`src/rtl/tmr_pkg.sv`:
```
`timescale 1ns/1ps
package tmr_pkg;
  localparam int BIT_EN   = 0;
  localparam int BIT_RLD  = 1;
  localparam int BIT_FLAG = 2;
  localparam int BIT_IE   = 3;
  localparam int BIT_OVW  = 4;
  localparam int PRE_LSB  = 8;

  typedef enum logic [2:0] {
    OFS_CTRL = 3'd0,
    OFS_MOD  = 3'd2,
    OFS_CNT  = 3'd4
  } reg_ofs_e;
endpackage

```
`src/rtl/tmr_ctrl_regs.sv`:
```
`timescale 1ns/1ps
module tmr_ctrl_regs
  import tmr_pkg::*;
#(
  parameter int CNT_W = 16,
  parameter int PRE_W = 4
) (
  input  logic             clk,
  input  logic             rst_n,
  input  logic             wr,
  input  logic [2:0]       addr,
  input  logic [CNT_W-1:0] wdata,
  input  logic             wrap,
  output logic             run_en,
  output logic [PRE_W-1:0] pre_code,
  output logic             restart,
  output logic             load,
  output logic [CNT_W-1:0] load_val,
  output logic [CNT_W-1:0] reload_val,
  output logic [CNT_W-1:0] ctrl_word,
  output logic [CNT_W-1:0] modulus,
  output logic             irq
);
  localparam logic [CNT_W-1:0] PRE_FIELD    = CNT_W'(((1 << PRE_W) - 1) << PRE_LSB);
  localparam logic [CNT_W-1:0] KEEP_MASK    = PRE_FIELD | CNT_W'(7'h7B);
  localparam logic [CNT_W-1:0] RESTART_MASK = KEEP_MASK & ~(CNT_W'(1) << BIT_IE);
  localparam logic [CNT_W-1:0] ALL_ONES     = '1;

  logic [CNT_W-1:0] ctrl_q;
  logic [CNT_W-1:0] mod_q;
  logic             flag_q;
  logic             wr_ctrl, wr_mod, ovw_load;

  assign wr_ctrl  = wr && (addr == OFS_CTRL);
  assign wr_mod   = wr && (addr == OFS_MOD);
  assign restart  = wr_ctrl && (((wdata ^ ctrl_q) & RESTART_MASK) != '0);
  assign ovw_load = wr_mod && ctrl_q[BIT_OVW];
  assign load     = restart || ovw_load;

  always_comb begin
    if (ovw_load)
      load_val = wdata;
    else if (wdata[BIT_RLD])
      load_val = mod_q;
    else
      load_val = ALL_ONES;
  end

  assign reload_val = ctrl_q[BIT_RLD] ? mod_q : ALL_ONES;
  assign run_en     = ctrl_q[BIT_EN];
  assign pre_code   = ctrl_q[PRE_LSB +: PRE_W];
  assign ctrl_word  = ctrl_q | (CNT_W'(flag_q) << BIT_FLAG);
  assign modulus    = mod_q;
  assign irq        = flag_q & ctrl_q[BIT_IE];

  always_ff @(posedge clk) begin
    if (!rst_n) begin
      ctrl_q <= '0;
      mod_q  <= '0;
      flag_q <= 1'b0;
    end else begin
      if (wr_ctrl) ctrl_q <= wdata & KEEP_MASK;
      if (wr_mod)  mod_q  <= wdata;
      if (wrap)
        flag_q <= 1'b1;
      else if (wr_mod || (wr_ctrl && wdata[BIT_FLAG]))
        flag_q <= 1'b0;
    end
  end

  assert_flag_rise_needs_wrap_R8: assert property (@(posedge clk) disable iff (!rst_n)
    $rose(flag_q) |-> $past(wrap));
  assert_mod_write_clears_R9: assert property (@(posedge clk) disable iff (!rst_n)
    (wr_mod && !wrap) |=> !flag_q);
  assert_zero_write_keeps_flag_R4: assert property (@(posedge clk) disable iff (!rst_n)
    (flag_q && !wr_mod && !(wr_ctrl && wdata[BIT_FLAG])) |=> flag_q);
endmodule

```
`src/rtl/tmr_prescaler.sv`:
```
`timescale 1ns/1ps
module tmr_prescaler #(
  parameter int PRE_W = 4
) (
  input  logic             clk,
  input  logic             rst_n,
  input  logic             en,
  input  logic             clr,
  input  logic [PRE_W-1:0] code,
  output logic             tick
);
  localparam int DIV_W = 1 << PRE_W;

  logic [DIV_W-1:0] div_q;
  logic [DIV_W-1:0] mask;

  always_comb begin
    for (int i = 0; i < DIV_W; i++)
      mask[i] = (PRE_W'(i) <= code);
  end

  assign tick = en && ((div_q & mask) == mask);

  always_ff @(posedge clk) begin
    if (!rst_n)
      div_q <= '0;
    else if (clr)
      div_q <= '0;
    else if (en)
      div_q <= div_q + 1'b1;
  end

  assert_clear_delays_tick_R7: assert property (@(posedge clk) disable iff (!rst_n)
    clr |=> !tick);
endmodule

```
`src/rtl/tmr_downcount.sv`:
```
`timescale 1ns/1ps
module tmr_downcount #(
  parameter int CNT_W = 16
) (
  input  logic             clk,
  input  logic             rst_n,
  input  logic             tick,
  input  logic             load,
  input  logic [CNT_W-1:0] load_val,
  input  logic [CNT_W-1:0] reload_val,
  output logic [CNT_W-1:0] cnt,
  output logic             wrap
);
  logic [CNT_W-1:0] cnt_q;

  assign wrap = tick && (cnt_q == '0);
  assign cnt  = cnt_q;

  always_ff @(posedge clk) begin
    if (!rst_n)
      cnt_q <= '1;
    else if (load)
      cnt_q <= load_val;
    else if (wrap)
      cnt_q <= reload_val;
    else if (tick)
      cnt_q <= cnt_q - 1'b1;
  end

  assert_hold_without_tick_R6: assert property (@(posedge clk) disable iff (!rst_n)
    (!tick && !load) |=> $stable(cnt_q));
  assert_step_down_R8: assert property (@(posedge clk) disable iff (!rst_n)
    (tick && !load && cnt_q != '0) |=> (cnt_q == $past(cnt_q) - 1'b1));
endmodule

```
`src/rtl/periodic_irq_timer.sv`:
```
`timescale 1ns/1ps
module periodic_irq_timer
  import tmr_pkg::*;
#(
  parameter int CNT_W = 16,
  parameter int PRE_W = 4
) (
  input  logic             clk,
  input  logic             rst_n,
  input  logic             reg_wr,
  input  logic [2:0]       reg_addr,
  input  logic [CNT_W-1:0] reg_wdata,
  output logic [CNT_W-1:0] reg_rdata,
  output logic             irq
);
  logic             run_en, restart, load, wrap, tick;
  logic [PRE_W-1:0] pre_code;
  logic [CNT_W-1:0] load_val, reload_val, ctrl_word, modulus, cnt;

  tmr_ctrl_regs #(.CNT_W(CNT_W), .PRE_W(PRE_W)) u_regs (
    .clk(clk), .rst_n(rst_n), .wr(reg_wr), .addr(reg_addr), .wdata(reg_wdata),
    .wrap(wrap), .run_en(run_en), .pre_code(pre_code), .restart(restart),
    .load(load), .load_val(load_val), .reload_val(reload_val),
    .ctrl_word(ctrl_word), .modulus(modulus), .irq(irq)
  );

  tmr_prescaler #(.PRE_W(PRE_W)) u_pre (
    .clk(clk), .rst_n(rst_n), .en(run_en), .clr(restart),
    .code(pre_code), .tick(tick)
  );

  tmr_downcount #(.CNT_W(CNT_W)) u_cnt (
    .clk(clk), .rst_n(rst_n), .tick(tick), .load(load),
    .load_val(load_val), .reload_val(reload_val), .cnt(cnt), .wrap(wrap)
  );

  always_comb begin
    case (reg_addr)
      OFS_CTRL: reg_rdata = ctrl_word;
      OFS_MOD:  reg_rdata = modulus;
      OFS_CNT:  reg_rdata = cnt;
      default:  reg_rdata = '0;
    endcase
  end
endmodule

```
`config.mk`:
```
export PLATFORM = sky130hd
export DESIGN_NAME = periodic_irq_timer
export DESIGN_NICKNAME = d
export VERILOG_FILES = /design/src/rtl/tmr_pkg.sv /design/src/rtl/tmr_ctrl_regs.sv /design/src/rtl/tmr_prescaler.sv /design/src/rtl/tmr_downcount.sv /design/src/rtl/periodic_irq_timer.sv
export SDC_FILE = /design/constraint.sdc
export NUM_CORES = 1
export LEC_CHECK = 0
export ABC_AREA = 1
export BUFFER_PORTS_ARGS = -buffer_cell sky130_fd_sc_hd__buf_2
export CORE_MARGIN = 2
export CORE_UTILIZATION = 59
export DETAILED_ROUTE_END_ITERATION = 8
export PLACE_DENSITY_LB_ADDON = 0.3
export SYNTH_ARGS = -nofsm -noshare
export SYNTH_HDL_FRONTEND = slang
export SYNTH_SLANG_ARGS = --single-unit
```
`constraint.sdc`:
```
create_clock -name clk -period 1.84 [get_ports clk]
set_input_delay 0.092 -clock clk [delete_from_list [all_inputs] [get_ports clk]]
set_output_delay 0.092 -clock clk [all_outputs]
set_load 0.1 [all_outputs]
```
-- Yosys cells after proc, flatten, opt, wreduce, memory -nomap -nowiden
Index checks and enable logic that the tools add are counted.
- add/subtract/negate cells: 2
- order comparisons: 16
- equal/unequal tests: 3
- mux-type cells: 9
- bitwise operators: 5
- reduce and logical (&&, ||, !) cells: 15
- operators by type and width (operator ; number):
    2-to-1 mux 16 bit ; 6
    case mux 16 bit (3 select lines) ; 1
    <= comparator 4 bit (first input constant) ; 8
    adder 16 x 1 -> 16 bit (second input constant) ; 1
    AND 16 bit ; 1
    == test 16 bit ; 1
    <= comparator 3 x 4 -> 1 bit (first input constant) ; 4
    zero test 16 bit ; 1
    nonzero test 16 bit ; 1
    subtractor 16 x 1 -> 16 bit (second input constant) ; 1
    bitwise OR 12 x 3 -> 12 bit ; 1
    bitwise XOR 12 bit ; 1
    <= comparator 1 x 4 -> 1 bit (first input constant) ; 2
    <= comparator 2 x 4 -> 1 bit (first input constant) ; 2
    logical AND 1 bit ; 7
    == test 3 x 2 -> 1 bit (second input constant) ; 1
    == test 3 bit (second input constant) ; 1
    zero test 3 bit ; 1
    nonzero test 3 bit ; 1
    logical OR 1 bit ; 2
    2-to-1 mux 1 bit ; 2
    nonzero test 2 bit ; 1
    OR reduction 2 bit ; 1
    AND 1 bit ; 1
    inverter 1 bit ; 1
- register bits: 59
- input bits: 22
- logic and storage cells: 55

-- Depth between registers and ports, before layout
Gate-level depths: netlist (run 1).
- depth in word-level cells: 7
- gate-level depth with buffers: 14
- mapped depth without buffers: 13

-- By module
Synthesis (run 1) repeated with hierarchy kept, for this count alone.
- cells, all modules: 658
- area total of the unflattened synthesis: 4241.6 µm²
- by module, submodules not included (module ; times used ; cells an instance ; area an instance (µm²)):
    tmr_ctrl_regs ; 1 ; 222 ; 1493.9
    tmr_downcount ; 1 ; 195 ; 1323.8
    tmr_prescaler ; 1 ; 165 ; 992.2
    periodic_irq_timer ; 1 ; 76 ; 431.7

-- Least setup slack after synthesis (run 1)
Ideal clock, no wire load.
- path type: in2out
- start: input reg_addr[0]
- end: output reg_rdata[3]
- data arrival time: 2152 ps
- required time: 1748 ps
- setup slack: -404 ps
- stages on the path: 4
- path buffers: 1
- path through: nor2_1 nand2_1 clkbuf_1 o221ai_1
- word-level cells in the longest chain between the ends: 2
- RTL lines (element ; line ; RTL):
    start, declared ; periodic_irq_timer.sv:11 ; input logic [2:0] reg_addr,
    == test 3 bit (tied with other cells) ; periodic_irq_timer.sv:38 ; case (reg_addr)
    case mux 16 bit (3 select lines) * ; periodic_irq_timer.sv:38 ;
    end, declared ; periodic_irq_timer.sv:13 ; output logic [CNT_W-1:0] reg_rdata,
Mark *: on every way between the ends. The rest lies on a longest branch, timed or not.

-- Worst setup path after layout (run 1)
- start: register u_regs.ctrl_q[4]
- end: register u_cnt.cnt_q[5], in the netlist u_cnt.cnt[5]
- word-level cells in the longest chain between the ends: 5
- RTL lines (element ; line ; RTL):
    start, declared ; tmr_ctrl_regs.sv:29 ; logic [CNT_W-1:0] ctrl_q;
    start signal, assigned ; tmr_ctrl_regs.sv:62 ; if (wr_ctrl) ctrl_q <= wdata & KEEP_MASK;
    bitwise XOR 12 bit ; tmr_ctrl_regs.sv:36 ; assign restart = wr_ctrl && (((wdata ^ ctrl_q) & RESTART_MASK) != '0);
    nonzero test 16 bit ; tmr_ctrl_regs.sv:36 ;
    logical AND 1 bit ; tmr_ctrl_regs.sv:36 ;
    logical OR 1 bit ; tmr_ctrl_regs.sv:38 ; assign load = restart || ovw_load;
    nonzero test 3 bit (no source line) / 2-to-1 mux 16 bit (equally long branches) ; -- ;
    end signal, assigned ; tmr_downcount.sv:23 ; cnt_q <= load_val;
    end signal, assigned ; tmr_downcount.sv:25 ; cnt_q <= reload_val;
    end signal, assigned ; tmr_downcount.sv:27 ; cnt_q <= cnt_q - 1'b1;
    end, declared ; tmr_downcount.sv:14 ; logic [CNT_W-1:0] cnt_q;
Parallel ways exist; a longest one is shown, timed or not.
A chain may end at the register's enable or synchronous reset.

==> qor.txt, run 1 <==
xor and xnor area share after synthesis: 0.0484
Setup TNS: 0 ns
Routed Antenna Nets: 0
crit path max-delay cell type: dfxtp_1
Final Max Slew Viols: 0
Worst Path Max Fanout: 18
die footprint: 7090 um^2
Post-Synth Adder-Cell Area: 0.00659
final critical-path setup slack: 0.0592 ns
CP startpoint kind: flop
Die Y: 84.2 um
die width: 84.2 um
area share of the largest cell type after synthesis: 0.311
Slew headroom: 0.678
Root Driver: clkbuf_8
top_reg_cell synth: dfxtp_1
delay-heaviest family, CP: simple AND/OR/NAND/NOR gates
Worst Hold End: u_regs.modulus[14]
ant diodes: 0
Tightest Pin Transition: 0.486 ns
register area share after synthesis: 0.311
H-tree levels: 3
mux contribution to synthesized area: 0
# setup viols final: 0
Worst setup EP type: flop
minimum clock period: 1.78 ns
Synth Area in Simple Gates: 0.354
final core utilization: 0.762
number of nets in the layout: 685
largest family of logic cells by synthesized area: simple AND/OR/NAND/NOR gates
# DRC: 0
FF-to-FF Start: u_regs.ctrl_q[4]
hold path depth: 3
Core Region: 6280 um^2
clk buf depth: 2
top post-synthesis cells by count: nand2_1 (142), nor2_1 (78), inv_1 (77)
Fin Hold WS: 0.0334 ns
Most Frequent Cell on Critical Path: nand2_1
TritonCTS clock tree: built
number of flops mapped to enable cells by yosys: 0
Pleak: 2.17 nW
cell count after synthesis: 601
f_max: 562 MHz
synth unique cells: 38
clk_lat worst skew: 0.35 ns
gr usage total: 0.327
CTS Sinks: 59
critical path cell sequence: xnor2_1 > nand2_1 > nor2_1 > nand3_2 > nand2_4 > nand2_8 > nor2_4 > buf_4 > nand2_1 > nand3_1
RSZ-0062 raised after global routing: true
Post-Syn Area per Cell: 6.32 um^2
PortBufs: 38
I/O pin cnt: 39
min-delay src: reg_wdata[14]
drt total wl: 11,600 um
Synth area leader: dfxtp_1
initial cell density of the core: 0.605
synthesis-stage register bit count: 59
vias per cell: 5.81
cell with the most instances after synthesis: nand2_1
FF-to-FF End: u_cnt.cnt[5]
Worst Path Required: 2.13 ns
top cells by area, synth: dfxtp_1 (31%), nand2_1 (14%), nor2_1 (7.7%)
asr flop ratio synth: 0
flip-flop and latch area: 1190 um^2
Final period util: 0.968
Synth Warn #: 0
Final HPWL DP: 8320 um
DRT iter0 DRCs: 522
Finished Cell Area: 4790 um^2
placed instance area: 4420 um^2
clock skew: 0.00864 ns
first-pass GRT wire length: 18,500 um
DRT Pass-1 Iters: 8
vias in the first global route: 3,814
HP Class: input port to flop
P&R area growth vs syn: 26.0%
Worst-path clk slew: 0.07 ns
CP Class: flop to flop
footprint of the multi-input gates: 2290 um^2
DR WL/cell: 15.6 um
via count: 4,315
share of cells above drive strength 1: 0.185
CP peak stage delay: 0.32 ns
Place WS: -0.0342 ns
status: completed
Peak VDD IR: 0.590 mV
cts bufs inserted: 9
Syn Nets: 625
RePlAce Congestion: 0.980
GRT overflow: 0
Critical path buffers and inverters: 1
pwr/cell area: 679 nW/um^2
Final Hold Viols: 0
row count: 29
Max-Cap Viols: 0
Worst R2R Path Depth: 10
worst endpoint data arrival time: 2.07 ns
Compound-Gate Fraction of Synth Area: 0.169
pin count of the biggest net entering global routing: 22
register-to-register setup slack: 0.06 ns
initial antenna violation count: 0
Mapped Area: 3800 um^2
# fillers: 470
-- layout by cell type, fill, tap and decap left out, types with 3 or more instances in the layout --
master / count
buf_4: 31
clkbuf_8: 9
a211oi_1: 3
nand2_2: 3
nand2_1: 140
o221ai_1: 10
a22oi_1: 4
xor2_1: 15
xnor2_1: 6
nand2_4: 4
buf_12: 15
o22ai_1: 5
nor3_2: 3
o21bai_1: 3
dfxtp_4: 3
nand3_1: 44
nor2_1: 76
buf_2: 23
nor3_1: 5
dfxtp_1: 55
o21ai_0: 35
a21oi_1: 47
inv_1: 75
nand4_1: 9
nor2_4: 7
-- repair_timing --
action                                  in CTS  in global routing
cloned                                       0                  1
endpoints found under the setup margin      14                 20
buffers inserted                             2                  4
hold buffers                                 0                  0
pin swaps                                    1                  6
resized for setup                            3                 22
-- worst register-to-register path, stage by stage (launching register included) --
cell and delay [ns]:
dfxtp_1 0.32, xnor2_1 0.29, nand2_1 0.10, nor2_1 0.14, nand3_2 0.12, nand2_4 0.17, nand2_8 0.13, nor2_4 0.14
buf_4 0.15, nand2_1 0.07, nand3_1 0.09
-- worst max-delay path by stage --
stage	start	endpoint	slack [ns]	cells after the start
after detailed placement	u_regs.ctrl_q[11]	u_cnt.cnt[12]	-0.03	10
after CTS	u_regs.ctrl_q[9]	u_cnt.cnt[8]	0.04	10
after global routing	u_regs.ctrl_q[11]	u_cnt.cnt[8]	-0.05	12
after floorplan	reg_addr[0]	reg_rdata[3]	-0.40	4
final	u_regs.ctrl_q[4]	u_cnt.cnt[5]	0.06	10
after global placement	u_regs.ctrl_q[9]	u_cnt.cnt[9]	-0.04	9
-- final cells by class --
cell class                 instances  area share
clock buffer                      10      0.0267
clock inverter                     6      0.0188
inverter                          80      0.0664
multi-input combinational        440       0.478
sequential                        59       0.249
tap                               77      0.0201
timing repair buffer              71       0.140
-- sequential cells by signal, summed over array words and instances (netlist names) --
register / cells
u_cnt.cnt: 16
u_pre.div_q: 16
u_regs.ctrl_q: 10
u_regs.flag_q: 1
u_regs.modulus: 16
-- routing by layer --
metal  share of wire  vias up  wire, um  GRT usage
met4           0.037        0       434      0.154
li1                -     2076         -          -
met3           0.097       40      1120     0.0678
met1            0.44     1934      5060      0.468
met2            0.43      265      4970      0.470
met5               0        -         0          0
-- cell families after synthesis --
kind of cell,after synthesis
and+or+nand+nor,303
AOI/OAI and AO/OA,113
buffers and inverters,103
DFF,59
xor gates and xnor gates,21
adders and majority gates,2
-- report_power, final --
part	switching (mW)	internal, mW	leakage, nW
clock	0.569	0.765	0.106
combinational	0.381	0.188	1.58
sequential	0.0350	1.31	0.482
-- per-stage QoR --
| step | std cells | power, mW |
|---|---|---|
| 2_1_floorplan | 601 | 1.72 |
| 3_3_place_gp | 720 | 1.91 |
| 3_5_place_dp | 720 | 1.92 |
| 4_1_cts | 738 | 3.23 |
| 5_1_grt | 743 | 3.35 |
| 6_report | 743 | 3.25 |
Power figures use the tool's default switching activity.
==> inputs of run 2 (changes only) <==
--- a/config.mk
+++ b/config.mk
@@ -5,7 +5,6 @@
 export SDC_FILE = /design/constraint.sdc
 export NUM_CORES = 1
 export LEC_CHECK = 0
-export ABC_AREA = 1
 export BUFFER_PORTS_ARGS = -buffer_cell sky130_fd_sc_hd__buf_2
 export CORE_MARGIN = 2
 export CORE_UTILIZATION = 59
==> run 2 against run 1 <==
  * The flow now finishes with violations (hold timing, setup timing)
  * Critical path depth decreased by 2
  * Synthesized area decreased by 0.82%
  * Design area increased by 13%
  * Combinational power increased by 3%
  * Sequential power about the same
  * Worst setup slack got worse by 0.31 ns
  * Flip-flop and latch count unchanged
  * Non-clock buffer count increased by 76
  * Synthesized cell count decreased by 18%
  * Critical endpoint is now u_cnt.cnt[9]
==> qor.txt, run 2 <==
RePlAce Congestion: 0.986
placed instance area: 5000 um^2
P&R area growth vs syn: 43.4%
asr flop ratio synth: 0
Core Region: 6280 um^2
top cells by area, synth: dfxtp_1 (31%), nand2_1 (7.2%), mux2i_1 (6.1%)
cts bufs inserted: 9
top_reg_cell synth: dfxtp_1
vias in the first global route: 4,239
number of flops mapped to enable cells by yosys: 0
final critical-path setup slack: -0.249 ns
Mapped Area: 3770 um^2
Fin Hold WS: -0.00608 ns
pwr/cell area: 603 nW/um^2
failing checks: hold timing, setup timing
GR Util met3: 0.0959
Post-Syn Area per Cell: 7.64 um^2
area share of the largest cell type after synthesis: 0.314
CP startpoint kind: flop
Peak VDD IR: 0.685 mV
Worst setup EP type: flop
final core utilization: 0.860
Place WS: -0.262 ns
Pleak: 2.08 nW
drt total wl: 14,100 um
die footprint: 7040 um^2
number of nets in the layout: 638
Synth area leader: dfxtp_1
Worst Path Max Fanout: 13
Top Usage Layer GRT: met2
minimum clock period: 2.09 ns
Worst Path Required: 2.09 ns
Final HPWL DP: 9180 um
Finished Cell Area: 5400 um^2
GRT overflow: 0
Worst-path clk slew: 0.08 ns
Synth Warn #: 0
most common cell after layout, fill and taps aside: buf_4
M1 GR Usage: 0.480
gr usage total: 0.389
DRT iter0 DRCs: 785
RSZ-0062 raised after global routing: true
top post-synthesis cells by count: nand2_1 (72), dfxtp_1 (59), nor2_1 (54)
Root Driver: clkbuf_8
Routed Antenna Nets: 0
min-delay src: reg_wdata[14]
Max-Cap Viols: 0
Final Max Slew Viols: 0
initial cell density of the core: 0.600
# fillers: 310
FF-to-FF Start: u_regs.ctrl_q[9]
via count: 4,533
die width: 83.9 um
commonest non-fill, non-tap cells in the layout: buf_4 (102), nand2_1 (72), dfxtp_1 (50), a21oi_1 (43), nor2_1 (41)
Tightest Pin Transition: 0.564 ns
cell count after synthesis: 493
row count: 29
CP Class: flop to flop
worst endpoint data arrival time: 2.34 ns
register area share after synthesis: 0.314
synthesis-stage register bit count: 59
Final Hold Viols: 1
I/O pin cnt: 39
critical path cell sequence: or4b_1 > o2111ai_1 > a2111o_1 > nor3_4 > buf_12 > buf_4 > mux2i_1 > o311ai_1
initial antenna violation count: 0
PortBufs: 38
clk buf depth: 2
# setup viols final: 17
crit path max-delay cell type: or4b_1
pin count of the biggest net entering global routing: 30
HP Class: input port to flop
vias per cell: 6.51
H-tree levels: 3
Slew headroom: 0.624
TritonCTS clock tree: built
Worst Setup SP: u_regs.ctrl_q[9]
DR WL/cell: 20.3 um
cell with the most instances after synthesis: nand2_1
GRT met2 Usage: 0.623
f_max: 479 MHz
clk_lat worst skew: 0.35 ns
Die Y: 83.9 um
share of cells above drive strength 1: 0.346
Pwr Total: 3.26 mW
CTS Sinks: 59
Syn Nets: 517
# DRC: 0
first-pass GRT wire length: 21,600 um
Setup TNS: -3.09 ns
Final period util: 1.14
clock skew: 0.00699 ns
status: finished with violations
synth unique cells: 57
DRT Pass-1 Iters: 6
CP peak stage delay: 0.53 ns
ant diodes: 0
## run 2: changes by cell type after synthesis, sizes merged, moves of 7 or more
cell | previous run | this run
inv | 78 | 19
nor2 | 84 | 54
nand3 | 47 | 12
xor2 | 15 | 8
mux2i | 0 | 23
xnor2 | 6 | 19
clkbuf | 13 | 29
a21boi | 1 | 26
nor4 | 0 | 7
nand2 | 148 | 73
o21ai | 36 | 8
## run 2: final cells by class
class / count / area [um^2] / share of cell area
clock buffers: 11 / 131 / 0.0243
clock inverters: 5 / 77.6 / 0.0144
inverters: 19 / 71.3 / 0.0132
multi-input cells: 378 / 2530 / 0.469
flip-flops and latches: 59 / 1190 / 0.221
well taps: 77 / 96.3 / 0.0178
repair buffers: 147 / 1300 / 0.241
## run 2: per-stage QoR
step,hold WS (ns),std cells
finish,-0.00608,696
detailed placement,0.368,672
global route,0.0125,696
CTS,0.000436,691
global placement,0.361,672
floorplan,0.237,493
## run 2: cell families (layout without fill, tap and decap cells)
group                      after synthesis  in the layout  synth area share
and+or+nand+nor                        194            194             0.249
AOI/OAI and AO/OA                      130            130             0.234
DFF                                     59             59             0.314
buffers and inverters                   56            182            0.0671
xor gates and xnor gates                27             27            0.0628
muxes                                   25             25            0.0671
adders and majority gates                2              2           0.00664
## run 2: routing by layer
| layer | vias to the layer above | routed length, um |
|---|---|---|
| li1 | 1975 | - |
| met3 | 115 | 1540 |
| met1 | 2057 | 5230 |
| met5 | - | 0 |
| met4 | 0 | 956 |
| met2 | 386 | 6400 |
## run 2: path summary, 6_finish.rpt
kind	depth (start not counted)	slack, ns	to
max reg2reg	8	-0.25	u_cnt.cnt[9]
min	3	-0.006	u_regs.modulus[14]
max	8	-0.25	u_cnt.cnt[9]
min reg2reg	2	0.51	u_regs.modulus[7]
## run 2: timing repair
| action | CTS | global route |
|---|---|---|
| gates resized for setup | 18 | 14 |
| hold buffers | 1 | 0 |
| hold endpoints to repair | 1 | 0 |
| pin swaps | 6 | 6 |
| setup endpoints to repair | 32 | 33 |
| buffers inserted | 2 | 5 |
## run 2: worst max-delay path, delay by kind of cell, from the launching register on
kind	cells	cell delay (ns)
AOI/OAI and AO/OA	3	0.64
DFF	1	0.35
and+or+nand+nor	2	0.59
buffers and inverters	2	0.30
muxes	1	0.11
## run 2: report_power, final
group / switching, mW / internal (mW) / total (mW)
clock network: 0.572 / 0.759 / 1.33
registers: 0.0326 / 1.31 / 1.34
logic: 0.357 / 0.230 / 0.587
total: 0.961 / 2.30 / 3.26
